`src/rtl/txq_pkg.sv`:
```
package txq_pkg;
  typedef enum logic [1:0] {
    TXS_OK  = 2'b00,
    TXS_ARB = 2'b01,
    TXS_ERR = 2'b10,
    TXS_ER2 = 2'b11
  } txq_status_e;
endpackage

```
`src/rtl/txq_prio_scan.sv`:
```
module txq_prio_scan #(
  parameter int NBUF = 32,
  parameter int IDW  = 11,
  localparam int IW  = $clog2(NBUF)
) (
  input  logic [NBUF-1:0]     cand,
  input  logic [NBUF*IDW-1:0] ids,
  output logic                any,
  output logic [IW-1:0]       idx
);
  logic [IDW-1:0] best;

  // Linear minimum search: strict less-than keeps the lower index on ties.
  always_comb begin
    any  = 1'b0;
    idx  = '0;
    best = '1;
    for (int i = 0; i < NBUF; i++) begin
      if (cand[i] && (!any || ids[i*IDW +: IDW] < best)) begin
        any  = 1'b1;
        idx  = IW'(i);
        best = ids[i*IDW +: IDW];
      end
    end
  end
endmodule

```
`src/rtl/txq_slot.sv`:
```
module txq_slot (
  input  logic clk,
  input  logic rst_n,
  input  logic add_set,
  input  logic cxl_set,
  input  logic is_active,
  input  logic tx_end,
  input  logic tx_ok,
  input  logic no_retx,
  output logic pend_q,
  output logic creq_q,
  output logic occ_q,
  output logic fin_q
);
  logic pend_d, creq_d, occ_d, fin_d;

  always_comb begin
    pend_d = pend_q;
    creq_d = creq_q;
    occ_d  = occ_q;
    fin_d  = fin_q;
    if (tx_end) begin
      if (tx_ok) begin
        pend_d = 1'b0;
        occ_d  = 1'b1;
        if (creq_q) fin_d = 1'b1;
      end else if (creq_q || no_retx) begin
        pend_d = 1'b0;
        fin_d  = 1'b1;
      end
    end else if (creq_q && pend_q && !is_active) begin
      pend_d = 1'b0;
      fin_d  = 1'b1;
    end
    if (!pend_q)      creq_d = 1'b0;
    else if (cxl_set) creq_d = 1'b1;
    if (add_set) begin
      pend_d = 1'b1;
      occ_d  = 1'b0;
      fin_d  = 1'b0;
    end
  end

  always_ff @(posedge clk) begin
    if (!rst_n) begin
      pend_q <= 1'b0;
      creq_q <= 1'b0;
      occ_q  <= 1'b0;
      fin_q  <= 1'b0;
    end else begin
      pend_q <= pend_d;
      creq_q <= creq_d;
      occ_q  <= occ_d;
      fin_q  <= fin_d;
    end
  end

  AST_CREQ_FOLLOWS: assert property (@(posedge clk) disable iff (!rst_n)
    (creq_q && !pend_q) |=> !creq_q);
  AST_CANCEL_DEFER: assert property (@(posedge clk) disable iff (!rst_n)
    (is_active && creq_q && !tx_end) |=> pend_q);
  AST_SUCCESS_MARK: assert property (@(posedge clk) disable iff (!rst_n)
    (tx_end && tx_ok && !add_set) |=> (!pend_q && occ_q));
endmodule

```
`src/rtl/txq_pending_mgr.sv`:
```
module txq_pending_mgr #(
  parameter int NBUF = 32,
  parameter int IDW  = 11,
  localparam int IW  = $clog2(NBUF),
  localparam int CW  = $clog2(NBUF + 1)
) (
  input  logic                clk,
  input  logic                rst_n,
  input  logic [CW-1:0]       cfg_nbuf,
  input  logic                no_retx,
  input  logic                add_we,
  input  logic [NBUF-1:0]     add_data,
  input  logic                cxl_we,
  input  logic [NBUF-1:0]     cxl_data,
  input  logic [NBUF*IDW-1:0] msg_ids,
  output logic                tx_valid,
  input  logic                tx_ready,
  output logic [IW-1:0]       tx_idx,
  input  logic                done_valid,
  input  logic [1:0]          done_status,
  output logic [NBUF-1:0]     pend,
  output logic [NBUF-1:0]     cxl_req,
  output logic [NBUF-1:0]     tx_occ,
  output logic [NBUF-1:0]     cxl_fin
);
  import txq_pkg::*;

  logic            active_q;
  logic [IW-1:0]   act_idx_q;
  logic [NBUF-1:0] in_range, add_set, cxl_set, cand;
  logic            cand_any;
  logic            tx_ok;

  assign tx_ok = (txq_status_e'(done_status) == TXS_OK);

  for (genvar i = 0; i < NBUF; i++) begin : g_slot
    assign in_range[i] = (CW'(i) < cfg_nbuf);
    assign cxl_set[i]  = cxl_we & cxl_data[i];
    assign add_set[i]  = add_we & add_data[i] & in_range[i] & ~cxl_set[i];

    txq_slot u_slot (
      .clk       (clk),
      .rst_n     (rst_n),
      .add_set   (add_set[i]),
      .cxl_set   (cxl_set[i]),
      .is_active (active_q && (act_idx_q == IW'(i))),
      .tx_end    (done_valid && active_q && (act_idx_q == IW'(i))),
      .tx_ok     (tx_ok),
      .no_retx   (no_retx),
      .pend_q    (pend[i]),
      .creq_q    (cxl_req[i]),
      .occ_q     (tx_occ[i]),
      .fin_q     (cxl_fin[i])
    );
  end

  assign cand = pend & ~cxl_req;

  txq_prio_scan #(.NBUF(NBUF), .IDW(IDW)) u_scan (
    .cand (cand),
    .ids  (msg_ids),
    .any  (cand_any),
    .idx  (tx_idx)
  );

  assign tx_valid = cand_any & ~active_q;

  always_ff @(posedge clk) begin
    if (!rst_n) begin
      active_q  <= 1'b0;
      act_idx_q <= '0;
    end else if (active_q) begin
      if (done_valid) active_q <= 1'b0;
    end else if (tx_valid && tx_ready) begin
      active_q  <= 1'b1;
      act_idx_q <= tx_idx;
    end
  end

  AST_OFFER_PENDING: assert property (@(posedge clk) disable iff (!rst_n)
    tx_valid |-> (pend[tx_idx] && !cxl_req[tx_idx]));
  AST_FLIGHT_HOLD: assert property (@(posedge clk) disable iff (!rst_n)
    (active_q && !done_valid) |=> (active_q && $stable(act_idx_q)));
  AST_ADD_IN_RANGE: assert property (@(posedge clk) disable iff (!rst_n)
    ((pend & ~$past(pend)) & ~$past(in_range)) == '0);
endmodule

```
`config.mk`:
```
export PLATFORM = sky130hd
export DESIGN_NAME = txq_pending_mgr
export DESIGN_NICKNAME = d
export VERILOG_FILES = /design/src/rtl/txq_pkg.sv /design/src/rtl/txq_prio_scan.sv /design/src/rtl/txq_slot.sv /design/src/rtl/txq_pending_mgr.sv
export SDC_FILE = /design/constraint.sdc
export NUM_CORES = 1
export LEC_CHECK = 0
export BUFFER_PORTS_ARGS = -buffer_cell sky130_fd_sc_hd__buf_2
export CAP_MARGIN = 20
export CORE_ASPECT_RATIO = 0.8
export CORE_UTILIZATION = 40
export CTS_CLUSTER_SIZE = 40
export DETAILED_ROUTE_END_ITERATION = 12
export PLACE_DENSITY = 0.64
export REMOVE_ABC_BUFFERS = 1
export SYNTH_ARGS = -nofsm -noshare
export SYNTH_HDL_FRONTEND = slang
export SYNTH_SLANG_ARGS = --single-unit
```
`constraint.sdc`:
```
create_clock -name clk -period 164 [get_ports clk]
set_input_delay 8.2 -clock clk [delete_from_list [all_inputs] [get_ports clk]]
set_output_delay 8.2 -clock clk [all_outputs]
set_load 0.02 [all_outputs]
```
==> summary.txt, run 1 <==
Status: finished, final reports clean
Synth cell types: 106
Starting Density: 40.66%
Fmax: 10.98 MHz
Post-synth top area cell: ha_1
CTS H-tree depth: 4
Drt wl/cell: 19.86 um
WS Path Type: input port to output pin
Commonest cells post-synth: nand2_1 (370), inv_1 (328), ha_1 (281)
Post-CTS setup repair buffer count: 0
Hpwl dp: 73800 um
CTS buffer count: 17
Width of the die: 267.5 um
Worst path bufs/invs: 37
Seq/Total Area, Yosys: 11.89%
IO Pins: 565
Worst EP required: 155.80 ns
Via count: 24.54k
Row cnt: 77
Pwr Density: 14.77 nW/um^2
Hold EP: g_slot[20].u_slot.fin_q
Reg clk slew, reported paths: 0.06 ns
Crit-path slowest cell: nor2_1
Top FF cell, synth: dfxtp_1
Global-route total usage across every layer: 29.37%
Critical Path AT: 82.89 ns
WHS Path Cells: 2
Max_cap viols: 0
CTS tree: yes
Worst Skew: 0.01238 ns
Remaining Overflow, GRT: 0
RSZ-0062 raised after global routing: no
Asr flop ratio synth: 0%
CP top delay family: compound AO/OA/AOI/OAI gates
Critical Path Start Type: input port
Syn avg cell area: 6.976 um^2
R2r endpoint: act_idx_q[0]
Number of global-route vias before repair: 22.86k
Share of cells above drive strength 1: 22.78%
First-pass DRT Iterations: 5
Max FO, Critical Path: 25
Clock tree root buffer cell: clkbuf_16
Cells resized by post-CTS repair: 0
Maximum vdd drop: 0.01144 mV
Setup crit start: msg_ids[10]
DR vias/cell: 5.601
Gpl congestion: 1.028
LEAKAGE: 12.51 nW
Worst-Margin Slew: 1.154 ns
Total Wirelength: 87030 um
Most numerous cell in the Yosys netlist: nand2_1
# hold bufs at CTS: 0
PortBufs: 564
Cells after Synth: 3234
First-pass GRT wire length: 130700 um
Period utilization: 55.54%
Final-stage net count: 4317
Number of DRC markers in iteration 0: 1924
Dominant cells by area after synthesis: ha_1 (16%), dfxtp_1 (12%), nand2_1 (6.2%), a21oi_1 (6.0%), inv_1 (5.5%)
Clock tree buffer depth: 2
Die Ht: 214.4 um
Die area: 57360 um^2
ANT nets after route: 0
TNS Setup: 0 ns
Design Power: 0.0003799 W
Register area: 2683 um^2
FF-to-FF Start: g_slot[0].u_slot.creq_q
Most used cell, CP: a21oi_1
Initial antenna violation count: 19
Yosys reg bits: 134
Crit path capture type: output pin
Final hold vios: 0
Synth warn: 0
Synth Cell Area: 22560 um^2
Largest net degree at the start of global routing: 62
# clock sinks: 134
Area Growth Syn to Fin: 14.01%
FF-to-FF setup slack: 88.52 ns
Min Tclk post-route: 91.09 ns
Filler cells: 5889
Hold path start: g_slot[20].u_slot.fin_q
Core box area: 55490 um^2
Slew headroom: 22.72%
Worst Hold Class: register to register
# setup viols final: 0
Worst Hold Margin: 0.4426 ns
Highest cell delay on the worst timing path: 0.84 ns
EDFF count, synth: 0
Max-slew violation count: 0
Share of the synthesized area in the top cell type: 15.58%
Remaining routing DRC violations: 0
Clock Latency Late Sink: 0.45 ns
FF-to-FF path depth: 339
Area of the multi-input gates: 17350 um^2
-- stage by stage --
| stage | instances | instance area (um^2) | util, % | setup slack, ns |
|---|---|---|---|---|
| final | 4382 | 25720 | 46.35 | 72.91 |
| after global routing | 4379 | 25710 | 46.34 | 65.96 |
| after CTS | 4364 | 25660 | 46.23 | 72.32 |
| after detailed placement | 4332 | 25100 | 45.23 | 72.61 |
| after global placement | 4332 | 25100 | 45.23 | 74.26 |
| after floorplan | 3009 | 21230 | - | 81.61 |
-- per-layer routing --
| layer | part of all wire, % | vias up | GRT usage (%) |
|---|---|---|---|
| li1 | - | 12216 | - |
| met1 | 47 | 11222 | 41.30 |
| met2 | 43 | 975 | 44.84 |
| met3 | 7.8 | 117 | 5.845 |
| met4 | 2.6 | 12 | 8.686 |
| met5 | 0.087 | - | 0 |
-- power breakdown --
| part | switching [W] | internal (W) | total (W) |
|---|---|---|---|
| registers | 0.00000175 | 0.0000336 | 0.0000354 |
| clock network | 0.0000163 | 0.0000208 | 0.0000372 |
| logic | 0.000184 | 0.000123 | 0.000307 |
| total | 0.000202 | 0.000178 | 0.000380 |
-- worst register-to-register path: cells and delay by family (launching register included) --
kind / cells / cell delay, ns
AOI/OAI and AO/OA: 159 / 38.20
and+or+nand+nor: 96 / 17.55
adders and majority gates: 33 / 9.62
muxes: 16 / 5.55
buffers and inverters: 35 / 3.96
DFF: 1 / 0.48
-- sequential cells by signal, indices dropped and copies added (netlist names) --
| register | flops |
|---|---|
| g_slot.u_slot.pend_q | 32 |
| g_slot.u_slot.fin_q | 32 |
| act_idx_q | 5 |
| g_slot.u_slot.creq_q | 32 |
| active_q | 1 |
| g_slot.u_slot.occ_q | 32 |
-- worst max path at each step --
stage	slack [ns]	depth (start not counted)	end
after floorplan	81.61	327	tx_idx[1]
after global routing	65.96	341	tx_idx[3]
after global placement	74.26	332	tx_idx[3]
after CTS	72.32	335	tx_idx[3]
final	72.91	339	tx_idx[3]
after detailed placement	72.61	335	tx_idx[3]
-- cells by family (layout without fill, tap and decap cells) --
family | Yosys count | in the layout | synth area share [%]
simple gates | 1081 | 1081 | 22.63
compound gates | 981 | 981 | 28.93
buf+inv | 553 | 937 | 11.38
fa+ha+maj | 284 | 284 | 15.72
mux | 190 | 190 | 9.023
flops | 134 | 134 | 11.89
xor+xnor | 11 | 11 | 0.4270
other cells | 0 | 14 | 0
-- layout make-up --
cell class                      instances  area share [%]
Antenna cell                           14          0.1362
Multi-Input combinational cell       2547           67.47
Tap cell                              750           3.648
Timing Repair Buffer                  577           11.36
Inverter                              328           4.786
Sequential cell                       134           10.43
Clock buffer                           17           1.654
Clock inverter                         15          0.5156
-- layout by cell type, fill, tap and decap left out, drive strengths merged, types with 13 or more instances in the layout --
cell type and n:
nor2b 36, o31ai 15, dfxtp 134, and2 38, o21a 37, a21o 65, or3 18, nand2 370
a211oi 35, mux2i 89, o21ai 248, nand3 57, a21boi 41, o2111ai 20, a21oi 272, diode 14
inv 330, nand2b 54, a2111oi 13, nand4 36, and4 15, a22o 34, ha 281, or2 58
a211o 14, buf 577, mux2 101, a31oi 26, a31o 23, and3 17, clkbuf 17, o211ai 29
nor2 277, nor3 62
Power figures use the tool's default switching activity.
==> inputs of run 2 (changes only) <==
- ABC_AREA: default -> 1
- PLACE_DENSITY: 0.64 -> 0.67
- clock period: 164 -> 82.7 ns (I/O delays scaled with it)
==> summary.txt, run 2 <==
EDFF count, synth: 0
Crit path capture type: output pin
Post-synth top area cell: ha_1
Width of the die: 253.9 um
Most common cell after layout, fill and taps aside: nand2_1
Placed cell count: 4294
Min Tclk post-route: 54.55 ns
First-pass DRT Iterations: 8
Reg clk slew, reported paths: 0.07 ns
Design Power: 0.0005072 W
Gpl congestion: 0.9823
Top FF cell, synth: dfxtp_1
Remaining routing DRC violations: 0
Dominant cells by area after synthesis: ha_1 (17%), nand2_1 (14%), dfxtp_1 (13%), o21ai_0 (8.8%), inv_1 (7.8%)
Most numerous cell in the Yosys netlist: nand2_1
Slew headroom: 26.46%
CTS H-tree depth: 4
LEAKAGE: 12.72 nW
Largest net degree at the start of global routing: 66
Worst-Margin Slew: 1.099 ns
Synth cell types: 49
Total Wirelength: 77180 um
Number of DRC markers in iteration 0: 1712
Clock tree buffer depth: 2
Fmax: 18.33 MHz
Via count: 22.48k
Status: finished, final reports clean
Initial antenna violation count: 25
ANT nets after route: 0
Critical Path Start Type: input port
Max FO, Critical Path: 25
Number of global-route vias before repair: 20.65k
Cells resized by post-CTS repair: 0
DR vias/cell: 5.172
Area after DPL: 22360 um^2
WS Path Type: input port to output pin
Asr flop ratio synth: 0%
Most frequent cells in the layout: nand2_1 (759), buf_2 (564), inv_1 (419), o21ai_0 (357), ha_1 (281)
Final hold vios: 0
Drt wl/cell: 17.76 um
Highest cell delay on the worst timing path: 0.45 ns
Seq/Total Area, Yosys: 13.21%
CTS tree: yes
Syn avg cell area: 6.212 um^2
Core box area: 49870 um^2
Period utilization: 65.96%
CTS buffer count: 17
Maximum vdd drop: 0.01200 mV
Max_cap viols: 0
Final core occ: 46.19%
Hpwl dp: 65300 um
Crit-path slowest cell: o21ai_0
Share of cells above drive strength 1: 21.86%
First-pass GRT wire length: 116400 um
Share of the synthesized area in the top cell type: 17.31%
IO Pins: 565
PortBufs: 564
Starting Density: 40.73%
Yosys reg bits: 134
Commonest cells post-synth: nand2_1 (759), inv_1 (420), o21ai_0 (357)
Fin area: 23040 um^2
Most used cell, CP: nor2_1
Row cnt: 73
Global-route total usage across every layer: 29.17%
RSZ-0062 raised after global routing: no
Final-stage net count: 4350
Cells after Synth: 3270
Max-slew violation count: 0
Filler cells: 5421
Remaining Overflow, GRT: 0
Post-CTS setup repair buffer count: 0
Clock tree root buffer cell: clkbuf_16
Die area: 51690 um^2
Synth Cell Area: 20310 um^2
# clock sinks: 134
Clock Latency Late Sink: 0.44 ns
Non-Filler Instances: 4346
Area Growth Syn to Fin: 13.41%
Critical Path AT: 50.42 ns
Pwr Density: 22.02 nW/um^2
Synth warn: 0
Worst Hold Class: register to register
Worst Skew: 0.01438 ns
TNS Setup: 0 ns
Worst EP required: 78.56 ns
# hold bufs at CTS: 0
# setup viols final: 0
Die Ht: 203.6 um
-- run 2: changes by cell type in the layout (fill, tap and decap cells not counted), moves of 91 or more --
cell | previous run | this run
nand2_1 | 370 | 759
o21ai_0 | 232 | 357
mux2_2 | 96 | 0
nand2_2 | 0 | 99
inv_1 | 328 | 419
nand3_1 | 57 | 218
-- run 2: final timing paths --
path	startpoint	to	slack, ns	cells past startpoint
worst max-delay path	msg_ids[10]	tx_idx[1]	28.15	357
worst min-delay path	g_slot[30].u_slot.occ_q	g_slot[30].u_slot.occ_q	0.45	2
worst max register to register	g_slot[0].u_slot.pend_q	act_idx_q[0]	35.59	358
worst min register to register	g_slot[30].u_slot.occ_q	g_slot[30].u_slot.occ_q	0.45	2
-- run 2: layout make-up --
cell class / instances / area [um^2] / area share (%)
multi-input cells: 2489 / 14380 / 62.41
repair buffers: 568 / 2853 / 12.38
flip-flops and latches: 134 / 2683 / 11.65
inverters: 428 / 1607 / 6.974
well taps: 675 / 844.6 / 3.666
clock buffers: 17 / 425.4 / 1.847
clock inverters: 15 / 196.4 / 0.8528
diodes: 20 / 50.05 / 0.2173
-- run 2: worst max-delay path, delay by kind of cell --
family / cells / cell delay [ns]
AO/OA/AOI/OAI: 48 / 10.71
AND/OR/NAND/NOR: 252 / 24.01
buffers and inverters: 26 / 1.40
adder cells (fa/ha/maj): 31 / 9.90
-- run 2: layer usage --
metal  track usage (%)  share of wire [%]  up-vias
met2             47.72                 45      835
met1             39.04                 45     9960
li1                  -                  -    11585
met3             5.475                8.5       88
met5                 0              0.073        -
met4             7.702                2.0        8
-- run 2: where the power goes --
group          switching, W  internal (W)
Clock             0.0000379     0.0000416
Combinational      0.000225      0.000133
Sequential       0.00000280     0.0000664
-- run 2: through the flow --
step | setup WS, ns | hold WS [ns]
after floorplan | 36.13 | 0.4881
after global placement | 28.90 | 0.4298
after detailed placement | 28.78 | 0.4353
after CTS | 28.56 | 0.4453
after global routing | 22.49 | 0.4505
final | 28.15 | 0.4472
-- run 2: kinds of logic after synthesis --
kind of cell	count (synthesis)	synth area share [%]
DFF	134	13.21
and+or+nand+nor	1473	33.53
AOI/OAI and AO/OA	735	19.90
adders and majority gates	281	17.31
buffers and inverters	647	16.05
==> inputs of run 3 (changes only) <==
- PLACE_DENSITY: 0.67 -> 0.65
- clock period: 82.7 -> 56.4 ns (I/O delays scaled with it)
==> summary.txt, run 3 (synthesized netlist as in run 2, its figures left out) <==
Status: finished, final reports clean
RSZ-0062 raised after global routing: no
Most frequent cells in the layout: nand2_1 (759), buf_2 (564), inv_1 (419), o21ai_0 (354), ha_1 (281)
Number of DRC markers in iteration 0: 1703
# setup viols final: 0
Gpl congestion: 0.9425
Largest net degree at the start of global routing: 66
ANT nets after route: 0
Remaining Overflow, GRT: 0
Initial antenna violation count: 16
CTS tree: yes
Core box area: 49870 um^2
WS Path Type: input port to output pin
# hold bufs at CTS: 0
Crit path capture type: output pin
Clock tree buffer depth: 2
Global-route total usage across every layer: 28.80%
Worst Skew: 0.01147 ns
First-pass GRT wire length: 114300 um
Total Wirelength: 77290 um
Final-stage net count: 4351
Cells resized by post-CTS repair: 0
Highest cell delay on the worst timing path: 0.43 ns
Worst Hold Class: register to register
Max_cap viols: 0
Slew headroom: 31.93%
WHS Path Cells: 2
First-pass DRT Iterations: 6
Width of the die: 253.9 um
Row cnt: 73
LEAKAGE: 12.72 nW
IO Pins: 565
Starting Density: 40.73%
CTS H-tree depth: 4
Area after DPL: 22370 um^2
FF-to-FF setup slack: 10.30 ns
Reg clk slew, reported paths: 0.06 ns
Register area: 2683 um^2
# clock sinks: 134
CTS buffer count: 17
Remaining routing DRC violations: 0
PortBufs: 564
Most used cell, CP: nor2_1
DR vias/cell: 5.138
Max FO, Critical Path: 25
Share of cells above drive strength 1: 21.88%
Most common cell after layout, fill and taps aside: nand2_1
Critical Path Start Type: input port
Number of global-route vias before repair: 20.61k
Final hold vios: 0
Crit-path slowest cell: o21ai_0
Fmax: 19.63 MHz
Max-slew violation count: 0
Clock tree root buffer cell: clkbuf_16
Area Growth Syn to Fin: 13.23%
Die Ht: 203.6 um
FF-to-FF Start: g_slot[0].u_slot.pend_q
FF-to-FF path depth: 363
R2r endpoint: act_idx_q[0]
Fin area: 23000 um^2
Drt wl/cell: 17.82 um
Hpwl dp: 65100 um
Area of the multi-input gates: 14400 um^2
Min Tclk post-route: 50.95 ns
Maximum vdd drop: 0.01716 mV
Via count: 22.28k
Worst-Margin Slew: 1.021 ns
Die area: 51690 um^2
Clock Latency Late Sink: 0.43 ns
Post-CTS setup repair buffer count: 0
Worst EP required: 53.58 ns
Filler cells: 5458
Pwr Density: 32.26 nW/um^2
Hold EP: g_slot[21].u_slot.occ_q
Critical Path AT: 48.13 ns
Hold path start: g_slot[21].u_slot.occ_q
TNS Setup: 0 ns
Final core occ: 46.12%
Period utilization: 90.34%
## run 3: cell types whose count changed in the layout (fill, tap and decap cells not counted), moves of 2 or more
cell,change
diode_2,-10
clkinv_8,-6
inv_6,+4
nand2_2,-4
nand2_4,+4
clkinvlp_4,+3
o21ai_0,-3
o21ai_1,+3
inv_8,-2
## run 3: power by group
part	leakage (nW)	switching [W]	total, W	internal [W]
logic	11.4	0.000331	0.000527	0.000196
clock network	0.278	0.0000509	0.000114	0.0000627
registers	1.09	0.00000396	0.000101	0.0000975
total	12.7	0.000385	0.000742	0.000356
## run 3: worst max path at each step
stage	startpoint	to	slack, ns	cells past startpoint
floorplan	msg_ids[10]	tx_idx[0]	12.46	368
finish	msg_ids[10]	tx_idx[2]	5.45	362
CTS	msg_ids[10]	tx_idx[2]	5.18	362
global placement	msg_ids[10]	tx_idx[1]	5.69	354
detailed placement	msg_ids[10]	tx_idx[2]	5.39	359
global route	msg_ids[10]	tx_idx[1]	0.08	369
## run 3: critical path: cells and delay by family
kind	cells	cell delay, ns
simple gates	259	24.11
compound gates	44	9.87
fa+ha+maj	31	9.75
buf+inv	28	1.45
## run 3: per-layer routing
| layer | vias up | part of all wire (%) | GRT usage (%) |
|---|---|---|---|
| li1 | 11547 | - | - |
| met4 | 12 | 2.6 | 8.176 |
| met1 | 9826 | 45 | 37.68 |
| met3 | 112 | 8.5 | 6.050 |
| met2 | 785 | 44 | 47.43 |
| met5 | - | 0.088 | 0 |
## run 3: per-stage QoR
stage / hold WS [ns] / total power [W] / setup WS (ns) / cells
floorplan: 0.4881 / 0.0004904 / 12.46 / 3051
global placement: 0.4318 / 0.0006185 / 5.693 / 4295
detailed placement: 0.4344 / 0.0006219 / 5.391 / 4295
CTS: 0.4465 / 0.0007381 / 5.178 / 4327
global route: 0.4600 / 0.0008264 / 0.07982 / 4331
finish: 0.4431 / 0.0007419 / 5.448 / 4337
## run 3: final cells by class
class | count | share of cell area, %
Antenna cell | 10 | 0.1088
Clock buffer | 17 | 1.850
Clock inverter | 15 | 0.6801
Inverter | 428 | 6.985
Multi-Input combinational cell | 2489 | 62.60
Sequential cell | 134 | 11.66
Tap cell | 675 | 3.672
Timing Repair Buffer | 569 | 12.44
